$ cat config.mk
export PLATFORM = sky130hd
export DESIGN_NAME = rxq_ctl
export DESIGN_NICKNAME = d
export VERILOG_FILES = /design/src/rtl/rxq_pkg.sv /design/src/rtl/rxq_fifo.sv /design/src/rtl/rxq_mode.sv /design/src/rtl/rxq_errstat.sv /design/src/rtl/rxq_ctl.sv
export SDC_FILE = /design/constraint.sdc
export NUM_CORES = 1
export LEC_CHECK = 0
export CORE_ASPECT_RATIO = 1.25
export CORE_MARGIN = 2
export CORE_UTILIZATION = 51
export DETAILED_ROUTE_END_ITERATION = 10
export PLACE_DENSITY = 0.73
export SETUP_SLACK_MARGIN = 0.15
export SLEW_MARGIN = 25
export SYNTH_ARGS = -nofsm -noshare
export SYNTH_HDL_FRONTEND = slang
export SYNTH_SLANG_ARGS = --single-unit
$ cat constraint.sdc
create_clock -name clk -period 2.2 [get_ports clk]
set_clock_uncertainty 0.1 [all_clocks]
set_input_delay 0.44 -clock clk [delete_from_list [all_inputs] [get_ports clk]]
set_output_delay 0.44 -clock clk [all_outputs]
set_load 0.1 [all_outputs]
$ cat src/rtl/rxq_pkg.sv
`timescale 1ns/1ps
package rxq_pkg;

  localparam logic [1:0] ADR_MODE = 2'd0;
  localparam logic [1:0] ADR_STAT = 2'd1;
  localparam logic [1:0] ADR_CMD  = 2'd2;
  localparam logic [1:0] ADR_DATA = 2'd3;

  localparam logic [2:0] CMD_RST_PTR = 3'b001;
  localparam logic [2:0] CMD_RST_ERR = 3'b101;

  typedef struct packed {
    logic brk;
    logic fe;
    logic pe;
  } rxq_flags_t;

  typedef struct packed {
    logic [7:0] data;
    rxq_flags_t fl;
  } rxq_entry_t;

  // occupancy after one edge; pop only counted when queue non-empty
  function automatic int unsigned occ_after(int unsigned occ, logic push_ok, logic pop_ok);
    int unsigned r;
    r = occ;
    if (push_ok) r = r + 1;
    if (pop_ok)  r = r - 1;
    return r;
  endfunction

  function automatic logic req_pick(logic sel_full, logic full, logic empty);
    return sel_full ? full : !empty;
  endfunction

  function automatic logic rts_step(logic en, logic start, logic full_nxt, logic cur);
    if (!en)              return cur;
    if (start && full_nxt) return 1'b1;
    if (!full_nxt)        return 1'b0;
    return cur;
  endfunction

endpackage

$ cat src/rtl/rxq_fifo.sv
`timescale 1ns/1ps
module rxq_fifo
  import rxq_pkg::*;
#(
  parameter int DEPTH = 4
) (
  input  logic                         clk,
  input  logic                         rst_n,
  input  logic                         push,
  input  logic                         pop,
  input  rxq_entry_t                   din,
  output rxq_entry_t                   head,
  output logic [$clog2(DEPTH+1)-1:0]   count,
  output logic                         full,
  output logic                         empty,
  output logic                         push_ok,
  output logic                         pop_ok
);
  localparam int AW = (DEPTH > 1) ? $clog2(DEPTH) : 1;
  localparam int CW = $clog2(DEPTH+1);

  rxq_entry_t     mem [DEPTH];
  logic [AW-1:0]  wr_ptr, rd_ptr;

  assign full    = (count == CW'(DEPTH));
  assign empty   = (count == '0);
  assign push_ok = push && !full;
  assign pop_ok  = pop && !empty;
  assign head    = empty ? '0 : mem[rd_ptr];

  function automatic logic [AW-1:0] wrap_inc(logic [AW-1:0] p);
    return (p == AW'(DEPTH-1)) ? '0 : p + 1'b1;
  endfunction

  always_ff @(posedge clk or negedge rst_n) begin
    if (!rst_n) begin
      wr_ptr <= '0;
      rd_ptr <= '0;
      count  <= '0;
    end else begin
      if (push_ok) wr_ptr <= wrap_inc(wr_ptr);
      if (pop_ok)  rd_ptr <= wrap_inc(rd_ptr);
      count <= CW'(occ_after(int'(count), push_ok, pop_ok));
    end
  end

  for (genvar i = 0; i < DEPTH; i++) begin : g_slot
    always_ff @(posedge clk or negedge rst_n) begin
      if (!rst_n)                                mem[i] <= '0;
      else if (push_ok && wr_ptr == AW'(i))      mem[i] <= din;
    end
  end
endmodule

$ cat src/rtl/rxq_mode.sv
`timescale 1ns/1ps
module rxq_mode (
  input  logic       clk,
  input  logic       rst_n,
  input  logic       acc_wr,
  input  logic       acc_rd,
  input  logic [7:0] wdata,
  input  logic       rst_ptr,
  output logic       ptr,
  output logic       rts_en,
  output logic       sel_full,
  output logic       err_blk,
  output logic [7:0] rdata
);
  logic [7:0] mr1, mr2;

  assign rts_en   = mr1[7];
  assign sel_full = mr1[6];
  assign err_blk  = mr1[5];
  assign rdata    = ptr ? mr2 : mr1;

  always_ff @(posedge clk or negedge rst_n) begin
    if (!rst_n) begin
      mr1 <= '0;
      mr2 <= '0;
      ptr <= 1'b0;
    end else begin
      if (acc_wr) begin
        if (ptr) mr2 <= wdata;
        else     mr1 <= wdata;
      end
      if (rst_ptr)                   ptr <= 1'b0;
      else if ((acc_wr || acc_rd) && !ptr) ptr <= 1'b1;
    end
  end
endmodule

$ cat src/rtl/rxq_errstat.sv
`timescale 1ns/1ps
module rxq_errstat
  import rxq_pkg::*;
(
  input  logic       clk,
  input  logic       rst_n,
  input  logic       err_blk,
  input  rxq_flags_t head_fl,
  input  logic       ovr_evt,
  input  logic       clr,
  output rxq_flags_t stat_fl,
  output logic       ovr
);
  rxq_flags_t acc;

  assign stat_fl = err_blk ? (acc | head_fl) : head_fl;

  always_ff @(posedge clk or negedge rst_n) begin
    if (!rst_n) begin
      acc <= '0;
      ovr <= 1'b0;
    end else if (clr) begin
      acc <= '0;
      ovr <= 1'b0;
    end else begin
      acc <= acc | head_fl;
      if (ovr_evt) ovr <= 1'b1;
    end
  end
endmodule

$ cat src/rtl/rxq_ctl.sv
`timescale 1ns/1ps
module rxq_ctl
  import rxq_pkg::*;
#(
  parameter int DEPTH = 4
) (
  input  logic       clk,
  input  logic       rst_n,
  input  logic       reg_wr,
  input  logic       reg_rd,
  input  logic [1:0] reg_addr,
  input  logic [7:0] reg_wdata,
  output logic [7:0] reg_rdata,
  input  logic       chr_valid,
  input  logic [7:0] chr_data,
  input  logic       chr_brk,
  input  logic       chr_fe,
  input  logic       chr_pe,
  input  logic       start_det,
  input  logic       pop,
  input  logic       tx_rts_ctl,
  output logic       rts_n,
  output logic       req
);
  localparam int CW = $clog2(DEPTH+1);

  rxq_entry_t    din, head;
  logic [CW-1:0] count;
  logic          fifo_full, fifo_empty, push_ok, pop_ok;
  logic          mr_acc_wr, mr_acc_rd, mr_access, cmd_wr, rst_ptr, clr_err;
  logic          ptr, rts_en, sel_full, err_blk, rts_en_eff, full_nxt, ovr_evt, ovr;
  logic [7:0]    mode_rdata;
  rxq_flags_t    stat_fl;

  assign din       = '{data: chr_data, fl: '{brk: chr_brk, fe: chr_fe, pe: chr_pe}};
  assign mr_acc_wr = reg_wr && (reg_addr == ADR_MODE);
  assign mr_acc_rd = reg_rd && (reg_addr == ADR_MODE);
  assign mr_access = mr_acc_wr || mr_acc_rd;
  assign cmd_wr    = reg_wr && (reg_addr == ADR_CMD);
  assign rst_ptr   = cmd_wr && (reg_wdata[6:4] == CMD_RST_PTR);
  assign clr_err   = cmd_wr && (reg_wdata[6:4] == CMD_RST_ERR);
  assign ovr_evt   = chr_valid && fifo_full;

  rxq_fifo #(.DEPTH(DEPTH)) u_fifo (
    .clk(clk), .rst_n(rst_n), .push(chr_valid), .pop(pop), .din(din),
    .head(head), .count(count), .full(fifo_full), .empty(fifo_empty),
    .push_ok(push_ok), .pop_ok(pop_ok)
  );

  rxq_mode u_mode (
    .clk(clk), .rst_n(rst_n), .acc_wr(mr_acc_wr), .acc_rd(mr_acc_rd),
    .wdata(reg_wdata), .rst_ptr(rst_ptr), .ptr(ptr), .rts_en(rts_en),
    .sel_full(sel_full), .err_blk(err_blk), .rdata(mode_rdata)
  );

  rxq_errstat u_err (
    .clk(clk), .rst_n(rst_n), .err_blk(err_blk), .head_fl(head.fl),
    .ovr_evt(ovr_evt), .clr(clr_err), .stat_fl(stat_fl), .ovr(ovr)
  );

  // receiver RTS control only when the transmitter does not also claim it
  assign rts_en_eff = rts_en && !tx_rts_ctl;
  assign full_nxt   = (occ_after(int'(count), push_ok, pop_ok) == DEPTH);

  always_ff @(posedge clk or negedge rst_n) begin
    if (!rst_n) rts_n <= 1'b0;
    else        rts_n <= rts_step(rts_en_eff, start_det, full_nxt, rts_n);
  end

  assign req = req_pick(sel_full, fifo_full, fifo_empty);

  always_comb begin
    unique case (reg_addr)
      ADR_MODE: reg_rdata = mode_rdata;
      ADR_STAT: reg_rdata = {stat_fl.brk, stat_fl.fe, stat_fl.pe, ovr, 2'b00, fifo_full, !fifo_empty};
      ADR_DATA: reg_rdata = head.data;
      default:  reg_rdata = 8'h00;
    endcase
  end
endmodule

==> results.sh, run 1 <==
export IMPL_portBuffers=38
export IMPL_cp_slowest_cell="mux4_2"
export IMPL_met2_wirelength_um=3790
export IMPL_grt_pass1_vias=2363
export IMPL_drive_above_1_share=0.471
export IMPL_grt_start_max_net_pins=74
export IMPL_post_route_period_util=1.16
export IMPL_placed_cells=429
export IMPL_synth_xor_area_share=0.00645
export IMPL_rsz0062_at_grt="yes"
export IMPL_r2r_slack_ns=-0.07
export IMPL_synthTopCellsByArea="dfrtp_1, mux2_4, mux4_2"
export IMPL_yosys_top_cells_count="dfrtp_1, mux2_4, mux2_2"
export IMPL_synthArstFlopShare=1.00
export IMPL_dr_pass1_iters=4
export IMPL_vias=2413
export IMPL_ctsHoldBuffers=0
export IMPL_track_usage=0.201
export IMPL_drc=0
export IMPL_crit_path_start_kind="register"
export IMPL_yosysWarnings=0
export IMPL_clock_root_buffer="clkbuf_8"
export IMPL_ant_nets=0
export IMPL_min_path_type="primary input to asynchronous set/reset pin"
export IMPL_fin_setup_tns_ns=-2.42
export IMPL_io_pins=39
export IMPL_synth_seq_cells=73
export IMPL_crit_chain="buf_6 -> mux4_2 -> mux2i_1 -> buf_4 -> o22ai_4 -> buf_12"
export IMPL_tightest_slew_ns=0.396
export IMPL_final_critical_path_setup_slack_ns=-0.350
export IMPL_clk_latency_ns=0.34
export IMPL_slew_violations=0
export IMPL_ir_drop_uv=1050
export IMPL_synth_nets=326
export IMPL_wl_met1_um=3540
export IMPL_status="finished, violations left"
export IMPL_clk_path_buf_depth=2
export IMPL_yosys_cell_types_count=40
export IMPL_cp_num_buf_inv=3
export IMPL_min_period_ns=2.55
export IMPL_dp_hpwl_um=5310
export IMPL_grt_antenna_before_repair=0
export IMPL_regToRegStartpoint="u_fifo.count[1]$_DFF_PN0_"
export IMPL_worstPathMaxFanout=5
export IMPL_globalRouteOverflowTotal=0
export IMPL_rows=35
export IMPL_routedWlPerCell_um=17.1
export IMPL_synth_fa_ha_area_frac=0.0290
export IMPL_synth_top_family_by_area="multiplexers"
export IMPL_crit_type="register to output pin"
export IMPL_setup_viol=9
export IMPL_cp_required_ns=1.66
export IMPL_synth_area_mm2=0.00388
export IMPL_path_clk_slew_ns=0.08
export IMPL_synth_most_common_cell="dfrtp_1"
export IMPL_gp_congestion=0.846
export IMPL_place_area_mm2=0.00472
export IMPL_yosys_area_top_type_share=0.471
export IMPL_yosysTopAreaCell="dfrtp_1"
export IMPL_crit_path_max_incr_delay_ns=0.49
export IMPL_drt_iter0_markers=97
export IMPL_fp_dieW_um=82.0
export IMPL_wl_met3_um=233
export IMPL_viasPerCell=5.35
export IMPL_die_y_um=101
export IMPL_synth_compound_area_frac=0.0520
export IMPL_numCtsBuffers=9
export IMPL_design_die_area_mm2=0.00832
export IMPL_cts_tree="done"
export IMPL_arrival_ns=2.01
export IMPL_htreeDepth=3
export IMPL_clock_fmax_mhz=392
export IMPL_routed_top_layer="met4"
export IMPL_syn_to_final_growth_pct=31.3
export IMPL_final_area_mm2=0.00509
export IMPL_synth_area_mux_share=0.311
export IMPL_yosys_area_share_simple=0.0862
export IMPL_power_density_mw_per_mm2=1470
export IMPL_cp_top_family="multiplexers"
export IMPL_grt_first_pass_wirelength_um=12400
export IMPL_synthFlopType="dfrtp_1"
export IMPL_holdWs_ns=-0.00885
export IMPL_cp_end_kind="output pin"
export IMPL_drt_total_wl_um=7690
export IMPL_leakagePower_nw=2.36
export IMPL_nNetsFinal=392
export IMPL_relSlewSlack=0.736
export IMPL_synthCells=288
export IMPL_r2r_cells=12
export IMPL_initial_utilization=0.527
export IMPL_violations="hold timing, setup timing"
export IMPL_core_area_mm2=0.00736
export IMPL_synth_edff_count=0
export IMPL_cts_sinks=73
export IMPL_yosysSeqAreaShare=0.471
export IMPL_synth_avg_cell_area_um2=13.5
export IMPL_rr_endpoint="rts_n$_DFFE_PN0P_"
export IMPL_finalHoldViolations=2
export IMPL_final_cell_count_no_fill=451
export IMPL_antenna_cells=0
export IMPL_maxCapViolations=0
-- worst max path at each step --
stage	from	endpoint	slack, ns	cells past startpoint
3_5_place_dp	chr_valid	rts_n$_DFFE_PN0P_	-0.17	9
5_1_grt	u_fifo.rd_ptr[0]$_DFFE_PN0P_	reg_rdata[1]	-0.43	6
3_3_place_gp	chr_valid	rts_n$_DFFE_PN0P_	-0.13	9
2_1_floorplan	u_fifo.count[0]$_DFF_PN0_	reg_rdata[5]	-0.08	8
4_1_cts	u_fifo.rd_ptr[0]$_DFFE_PN0P_	reg_rdata[1]	-0.38	6
6_report	u_fifo.rd_ptr[0]$_DFFE_PN0P_	reg_rdata[1]	-0.35	6
-- cells in the final DEF (no fill, tap or decap), types with 5 or more instances in the layout --
| master | count |
|---|---|
| dfrtp_1 | 72 |
| mux2_4 | 40 |
| clkdlybuf4s50_1 | 27 |
| buf_4 | 23 |
| mux2_2 | 21 |
| nor2_1 | 13 |
| buf_12 | 13 |
| mux2i_1 | 12 |
| mux4_2 | 11 |
| clkbuf_8 | 11 |
| nand2_1 | 10 |
| a21oi_1 | 8 |
| ha_1 | 8 |
| buf_6 | 7 |
| inv_1 | 6 |
| nand2_2 | 6 |
| nor2b_1 | 5 |
-- logic make-up (layout without fill, tap and decap cells) --
kind of cell	Yosys count	after routing
AO/OA/AOI/OAI	32	32
XOR/XNOR	2	2
adder cells (fa/ha/maj)	9	9
buffers and inverters	26	97
flip-flops	73	73
multiplexers	84	84
AND/OR/NAND/NOR	62	62
-- through the flow --
step                 util  hold WS, ns  total power [mW]  setup slack (ns)
floorplan               -       0.0444              5.16           -0.0850
global placement    0.641        0.380              6.08            -0.133
detailed placement  0.641        0.392              6.15            -0.169
CTS                 0.682       0.0189              7.39            -0.380
global route        0.692       0.0354              7.88            -0.433
finish              0.692     -0.00885              7.46            -0.350
-- flip-flops by register name, indices dropped and copies added (netlist names) --
signal	cells
rts_n	1
u_err.acc	3
u_err.ovr	1
u_fifo.count	3
u_fifo.mem	44
u_fifo.rd_ptr	2
u_fifo.wr_ptr	2
u_mode.mr1	8
u_mode.mr2	8
u_mode.ptr	1
-- where the power goes --
part | total (mW) | internal (mW) | switching [mW]
sequential | 2.30 | 1.92 | 0.385
combinational | 4.22 | 2.29 | 1.93
clock | 0.935 | 0.466 | 0.469
-- metal layers --
layer  vias to the layer above  GRT usage
li1                       1170          -
met2                        45      0.320
met3                         7     0.0330
met1                      1191      0.273
met5                         -          0
met4                         0     0.0885
-- final cells by class --
class / instances / area [um^2]
fill: 494 / 2270
multi-input combinational: 189 / 2130
sequential: 73 / 1830
timing repair buffer: 72 / 802
clock buffer: 13 / 159
tap: 92 / 115
inverter: 9 / 36.3
clock inverter: 3 / 15.0
-- worst register-to-register path: stages (launching register included) --
cell and delay (ns):
dfrtp_1 0.38, inv_2 0.07, ha_4 0.18, buf_6 0.12
buf_6 0.11, a21boi_4 0.15, mux2i_1 0.25, nor2_1 0.07
ha_1 0.27, nor2b_1 0.13, o22ai_1 0.11, nand2_1 0.07
and4b_1 0.17
-- repair_timing --
item / 4_1_cts / 5_1_grt
setup endpoints to repair: 10 / 11
resized for setup: 24 / 11
buffers inserted: 4 / 2
pin swaps: 8 / 6
Note: power is estimated with default switching activity, not from simulation.
==> run 2: changes to the inputs <==
--- a/config.mk
+++ b/config.mk
@@ -9,8 +9,10 @@
 export CORE_MARGIN = 2
 export CORE_UTILIZATION = 51
 export DETAILED_ROUTE_END_ITERATION = 10
+export GPL_TIMING_DRIVEN = 0
 export PLACE_DENSITY = 0.73
 export SETUP_SLACK_MARGIN = 0.15
+export SKIP_CTS_REPAIR_TIMING = 1
 export SLEW_MARGIN = 25
 export SYNTH_ARGS = -nofsm -noshare
 export SYNTH_HDL_FRONTEND = slang
==> results.sh, run 2 (same netlist as run 1, synthesis figures left out) <==
export IMPL_status="finished, violations left"
export IMPL_violations="setup timing"
export IMPL_antenna_cells=0
export IMPL_final_common_cell="dfrtp_1"
export IMPL_power_density_mw_per_mm2=1530
export IMPL_io_pins=39
export IMPL_hold_start="chr_valid"
export IMPL_slew_violations=0
export IMPL_arrival_ns=2.06
export IMPL_largest_reg_flops=44
export IMPL_grt_start_max_net_pins=53
export IMPL_min_period_ns=2.60
export IMPL_final_cell_mix="dfrtp_1, mux2_4, clkdlybuf4s50_1"
export IMPL_hold_end="u_err.ovr$_DFFE_PN0P_"
export IMPL_nNetsFinal=401
export IMPL_crit_path_start_kind="register"
export IMPL_final_critical_path_setup_slack_ns=-0.398
export IMPL_dp_hpwl_um=5370
export IMPL_largest_register="u_fifo.mem"
export IMPL_dr_pass1_iters=4
export IMPL_clock_root_buffer="clkbuf_8"
export IMPL_leakagePower_nw=2.56
export IMPL_track_usage=0.208
export IMPL_cp_end_kind="output pin"
export IMPL_ir_drop_uv=1010
export IMPL_r2r_cells=12
export IMPL_numCtsBuffers=9
export IMPL_cts_tree="done"
export IMPL_portBuffers=35
export IMPL_die_y_um=101
export IMPL_ant_nets=0
export IMPL_vias=2609
export IMPL_core_area_mm2=0.00736
export IMPL_maxCapViolations=0
export IMPL_r2r_slack_ns=-0.26
export IMPL_clock_fmax_mhz=385
export IMPL_post_route_period_util=1.18
export IMPL_drt_iter0_markers=160
export IMPL_cts_sinks=73
export IMPL_top_regs="u_fifo.mem (44), u_mode.mr1 (8), u_mode.mr2 (8)"
export IMPL_grt_first_pass_wirelength_um=12800
export IMPL_path_clk_slew_ns=0.08
export IMPL_rr_endpoint="rts_n$_DFFE_PN0P_"
export IMPL_drt_total_wl_um=9220
export IMPL_grt_antenna_before_repair=0
export IMPL_whs_path_depth=3
export IMPL_rows=35
export IMPL_rsz0062_at_grt="yes"
export IMPL_gp_congestion=0.767
export IMPL_drive_above_1_share=0.511
export IMPL_relSlewSlack=0.355
export IMPL_grt_pass1_vias=2542
export IMPL_syn_to_final_growth_pct=40.9
export IMPL_fin_setup_tns_ns=-2.92
export IMPL_clk_path_buf_depth=2
export IMPL_viasPerCell=5.67
export IMPL_initial_utilization=0.527
export IMPL_globalRouteOverflowTotal=0
export IMPL_clk_latency_ns=0.35
export IMPL_tightest_slew_ns=0.966
export IMPL_htreeDepth=3
export IMPL_finalHoldViolations=0
export IMPL_regToRegStartpoint="u_fifo.count[1]$_DFF_PN0_"
export IMPL_fp_dieW_um=82.0
export IMPL_setup_viol=10
export IMPL_worstPathMaxFanout=10
export IMPL_drc=0
export IMPL_min_path_type="primary input to register"
export IMPL_design_die_area_mm2=0.00832
export IMPL_cp_required_ns=1.66
export IMPL_power_mw=8.38
export IMPL_routedWlPerCell_um=20.0
export IMPL_crit_type="register to output pin"
==> run 2: changes by cell type in the layout (fill, tap and decap cells not counted), moves of 3 or more <==
cell / previous run / this run
clkbuf_16: 0 / 6
bufinv_16: 0 / 4
clkdlybuf4s50_1: 27 / 24
buf_2: 1 / 4
buf_12: 13 / 16
==> run 2: final cells by class <==
cell class	count	area, um^2
Buffer	17	233
Clock buffer	10	128
Clock inverter	6	130
Fill cell	432	1900
Inverter	9	33.8
Multi-Input combinational cell	189	2200
Sequential cell	73	1830
Tap cell	92	115
Timing Repair Buffer	64	792
==> run 2: worst max-delay path: stages, from the launching register on <==
cell      delay [ns]
dfrtp_1         0.45
buf_4           0.25
mux4_2          0.31
and2_1          0.19
a21oi_2         0.18
o221ai_4        0.15
buf_12          0.19
==> run 2: through the flow <==
step / util / worst slack, ns / instances / hold WS (ns) / instance area [um^2]
after floorplan: - / -0.0850 / 288 / 0.0444 / 4070
after global placement: 0.617 / -2.17 / 415 / 0.383 / 4540
after detailed placement: 0.620 / -1.15 / 416 / 0.261 / 4560
after CTS: 0.655 / -1.42 / 432 / -0.120 / 4820
after global routing: 0.742 / -0.465 / 460 / 0.326 / 5460
final: 0.742 / -0.398 / 460 / 0.313 / 5460
==> run 2: how the worst max path moves through the flow <==
stage                                         to  cells past startpoint                    startpoint
finish                              reg_rdata[7]                      6  u_fifo.rd_ptr[1]$_DFFE_PN0P_
CTS                                 reg_rdata[5]                      9     u_fifo.count[0]$_DFF_PN0_
global placement    u_fifo.rd_ptr[0]$_DFFE_PN0P_                      1                         rst_n
floorplan                           reg_rdata[5]                      8     u_fifo.count[0]$_DFF_PN0_
detailed placement                  reg_rdata[6]                      5                   reg_addr[0]
global route                        reg_rdata[7]                      6  u_fifo.rd_ptr[1]$_DFFE_PN0P_
==> run 2: report_power, final <==
part / leakage, nW / switching (mW) / internal (mW) / total, mW
sequential: 0.862 / 0.391 / 1.92 / 2.31
combinational: 1.57 / 2.15 / 2.55 / 4.70
clock: 0.130 / 0.503 / 0.865 / 1.37
total: 2.56 / 3.05 / 5.33 / 8.38
==> run 2: routing by layer <==
metal / global-route usage / wire [um]
met5: 0 / 0
met4: 0.0731 / 157
met3: 0.0401 / 269
met2: 0.339 / 4880
met1: 0.276 / 3910
==> run 3: changes to the inputs <==
--- a/config.mk
+++ b/config.mk
@@ -7,10 +7,10 @@
 export LEC_CHECK = 0
 export CORE_ASPECT_RATIO = 1.25
 export CORE_MARGIN = 2
-export CORE_UTILIZATION = 51
+export CORE_UTILIZATION = 60
 export DETAILED_ROUTE_END_ITERATION = 10
 export GPL_TIMING_DRIVEN = 0
-export PLACE_DENSITY = 0.73
+export PLACE_DENSITY = 0.8
 export SETUP_SLACK_MARGIN = 0.15
 export SKIP_CTS_REPAIR_TIMING = 1
 export SLEW_MARGIN = 25
==> constraint.sdc (replaced) <==
create_clock -name clk -period 3.3 [get_ports clk]
set_clock_uncertainty 0.1 [all_clocks]
set_input_delay 0.66 -clock clk [delete_from_list [all_inputs] [get_ports clk]]
set_output_delay 0.66 -clock clk [all_outputs]
set_load 0.1 [all_outputs]
==> results.sh, run 3 (same netlist as run 1, synthesis figures left out) <==
export IMPL_status="finished, final reports clean"
export IMPL_viasPerCell=5.60
export IMPL_ir_drop_uv=461
export IMPL_tightest_slew_ns=0.959
export IMPL_drc=0
export IMPL_cp_required_ns=2.54
export IMPL_track_usage=0.232
export IMPL_min_period_ns=3.03
export IMPL_drt_total_wl_um=7430
export IMPL_cts_tree="done"
export IMPL_power_mw=4.43
export IMPL_relSlewSlack=0.358
export IMPL_worstPathMaxFanout=10
export IMPL_fp_dieW_um=75.9
export IMPL_largest_reg_flops=44
export IMPL_initial_utilization=0.625
export IMPL_switching_share=0.380
export IMPL_p_int_mw=2.75
export IMPL_placed_cells=409
export IMPL_largest_register="u_fifo.mem"
export IMPL_grt_first_pass_wirelength_um=12600
export IMPL_cp_slowest_cell="mux4_2"
export IMPL_die_y_um=93.9
export IMPL_crit_path_start_kind="register"
export IMPL_crit_type="register to output pin"
export IMPL_clkPwrFrac=0.155
export IMPL_numCtsBuffers=9
export IMPL_antenna_cells=0
export IMPL_drt_iter0_markers=102
export IMPL_core_area_mm2=0.00621
export IMPL_r2r_slack_ns=0.87
export IMPL_slew_violations=0
export IMPL_p_sw_mw=1.68
export IMPL_fin_setup_tns_ns=0
export IMPL_combPwrFrac=0.501
export IMPL_design_die_area_mm2=0.00713
export IMPL_rsz0062_at_grt="no"
export IMPL_final_critical_path_setup_slack_ns=0.271
export IMPL_dr_pass1_iters=4
export IMPL_htreeDepth=3
export IMPL_clock_root_buffer="clkbuf_8"
export IMPL_clk_latency_ns=0.34
export IMPL_cts_sinks=73
export IMPL_routedWlPerCell_um=17.5
export IMPL_ant_nets=0
export IMPL_power_density_mw_per_mm2=967
export IMPL_holdWs_ns=0.178
export IMPL_io_pins=39
export IMPL_final_cell_mix="dfrtp_1, mux2_4, clkdlybuf4s50_1"
export IMPL_grt_pass1_vias=2468
export IMPL_path_clk_slew_ns=0.08
export IMPL_crit_chain="buf_6 -> mux4_2 -> nand3_1 -> o21ai_0 -> nand2_1 -> o21ai_2 -> clkbuf_4"
export IMPL_final_common_cell="dfrtp_1"
export IMPL_final_area_mm2=0.00458
export IMPL_vias=2375
export IMPL_syn_to_final_growth_pct=18.0
export IMPL_post_route_period_util=0.918
export IMPL_clk_path_buf_depth=2
export IMPL_rows=32
export IMPL_place_area_mm2=0.00438
export IMPL_dp_slack_ns=-0.671
export IMPL_dp_hpwl_um=5300
export IMPL_final_cell_count_no_fill=424
export IMPL_finalHoldViolations=0
export IMPL_crit_path_max_incr_delay_ns=0.55
export IMPL_cp_end_kind="output pin"
export IMPL_arrival_ns=2.27
export IMPL_gp_congestion=0.834
export IMPL_portBuffers=35
export IMPL_min_path_type="primary input to asynchronous set/reset pin"
export IMPL_top_regs="u_fifo.mem (44), u_mode.mr1 (8), u_mode.mr2 (8)"
export IMPL_leakagePower_nw=2.19
export IMPL_nNetsFinal=372
export IMPL_grt_antenna_before_repair=0
export IMPL_utilization=0.738
export IMPL_grt_start_max_net_pins=38
export IMPL_setup_viol=0
export IMPL_drive_above_1_share=0.383
export IMPL_share_seq_of_total_power=0.344
export IMPL_multi_input_area_mm2=0.00191
export IMPL_maxCapViolations=0
export IMPL_globalRouteOverflowTotal=0
export IMPL_register_area_mm2=0.00183
export IMPL_clock_fmax_mhz=330
export IMPL_nFillCells=436
## run 3: power groups by stage
stage,Sequential [mW],Combinational [mW],Clock [mW]
2_1_floorplan,1.48,1.80,0
3_5_place_dp,1.53,2.21,0
6_report,1.52,2.22,0.686
4_1_cts,1.52,2.22,0.706
3_3_place_gp,1.51,2.15,0
5_1_grt,1.56,2.37,0.746
## run 3: worst max-delay path: cells and delay by family, from the launching register on
family                 cells  cell delay, ns
multiplexers               1            0.55
flip-flops                 1            0.51
buffers and inverters      2            0.51
AND/OR/NAND/NOR            2            0.21
AO/OA/AOI/OAI              2            0.16
## run 3: final cells by class
class,count,share of cell area
Buffer,16,0.0301
Clock buffer,10,0.0279
Clock inverter,6,0.0150
Inverter,9,0.00738
Multi-Input combinational cell,189,0.418
Sequential cell,73,0.399
Tap cell,85,0.0232
Timing Repair Buffer,36,0.0790
## run 3: final timing paths
check / startpoint / depth (start not counted) / to
max: u_fifo.rd_ptr[0]$_DFFE_PN0P_ / 7 / reg_rdata[4]
min: rst_n / 1 / u_fifo.mem[29]$_DFFE_PN0P_
max reg2reg: u_fifo.count[0]$_DFF_PN0_ / 11 / rts_n$_DFFE_PN0P_
min reg2reg: u_fifo.mem[36]$_DFFE_PN0P_ / 1 / u_fifo.mem[36]$_DFFE_PN0P_
max in group asynchronous: rst_n / 2 / u_mode.ptr$_DFFE_PN0P_
min in group clk: u_fifo.mem[36]$_DFFE_PN0P_ / 1 / u_fifo.mem[36]$_DFFE_PN0P_
## run 3: metal layers
layer,share of wire,global-route usage
met5,0,0
met4,0.013,0.0803
met3,0.036,0.0644
met2,0.50,0.383
met1,0.45,0.299
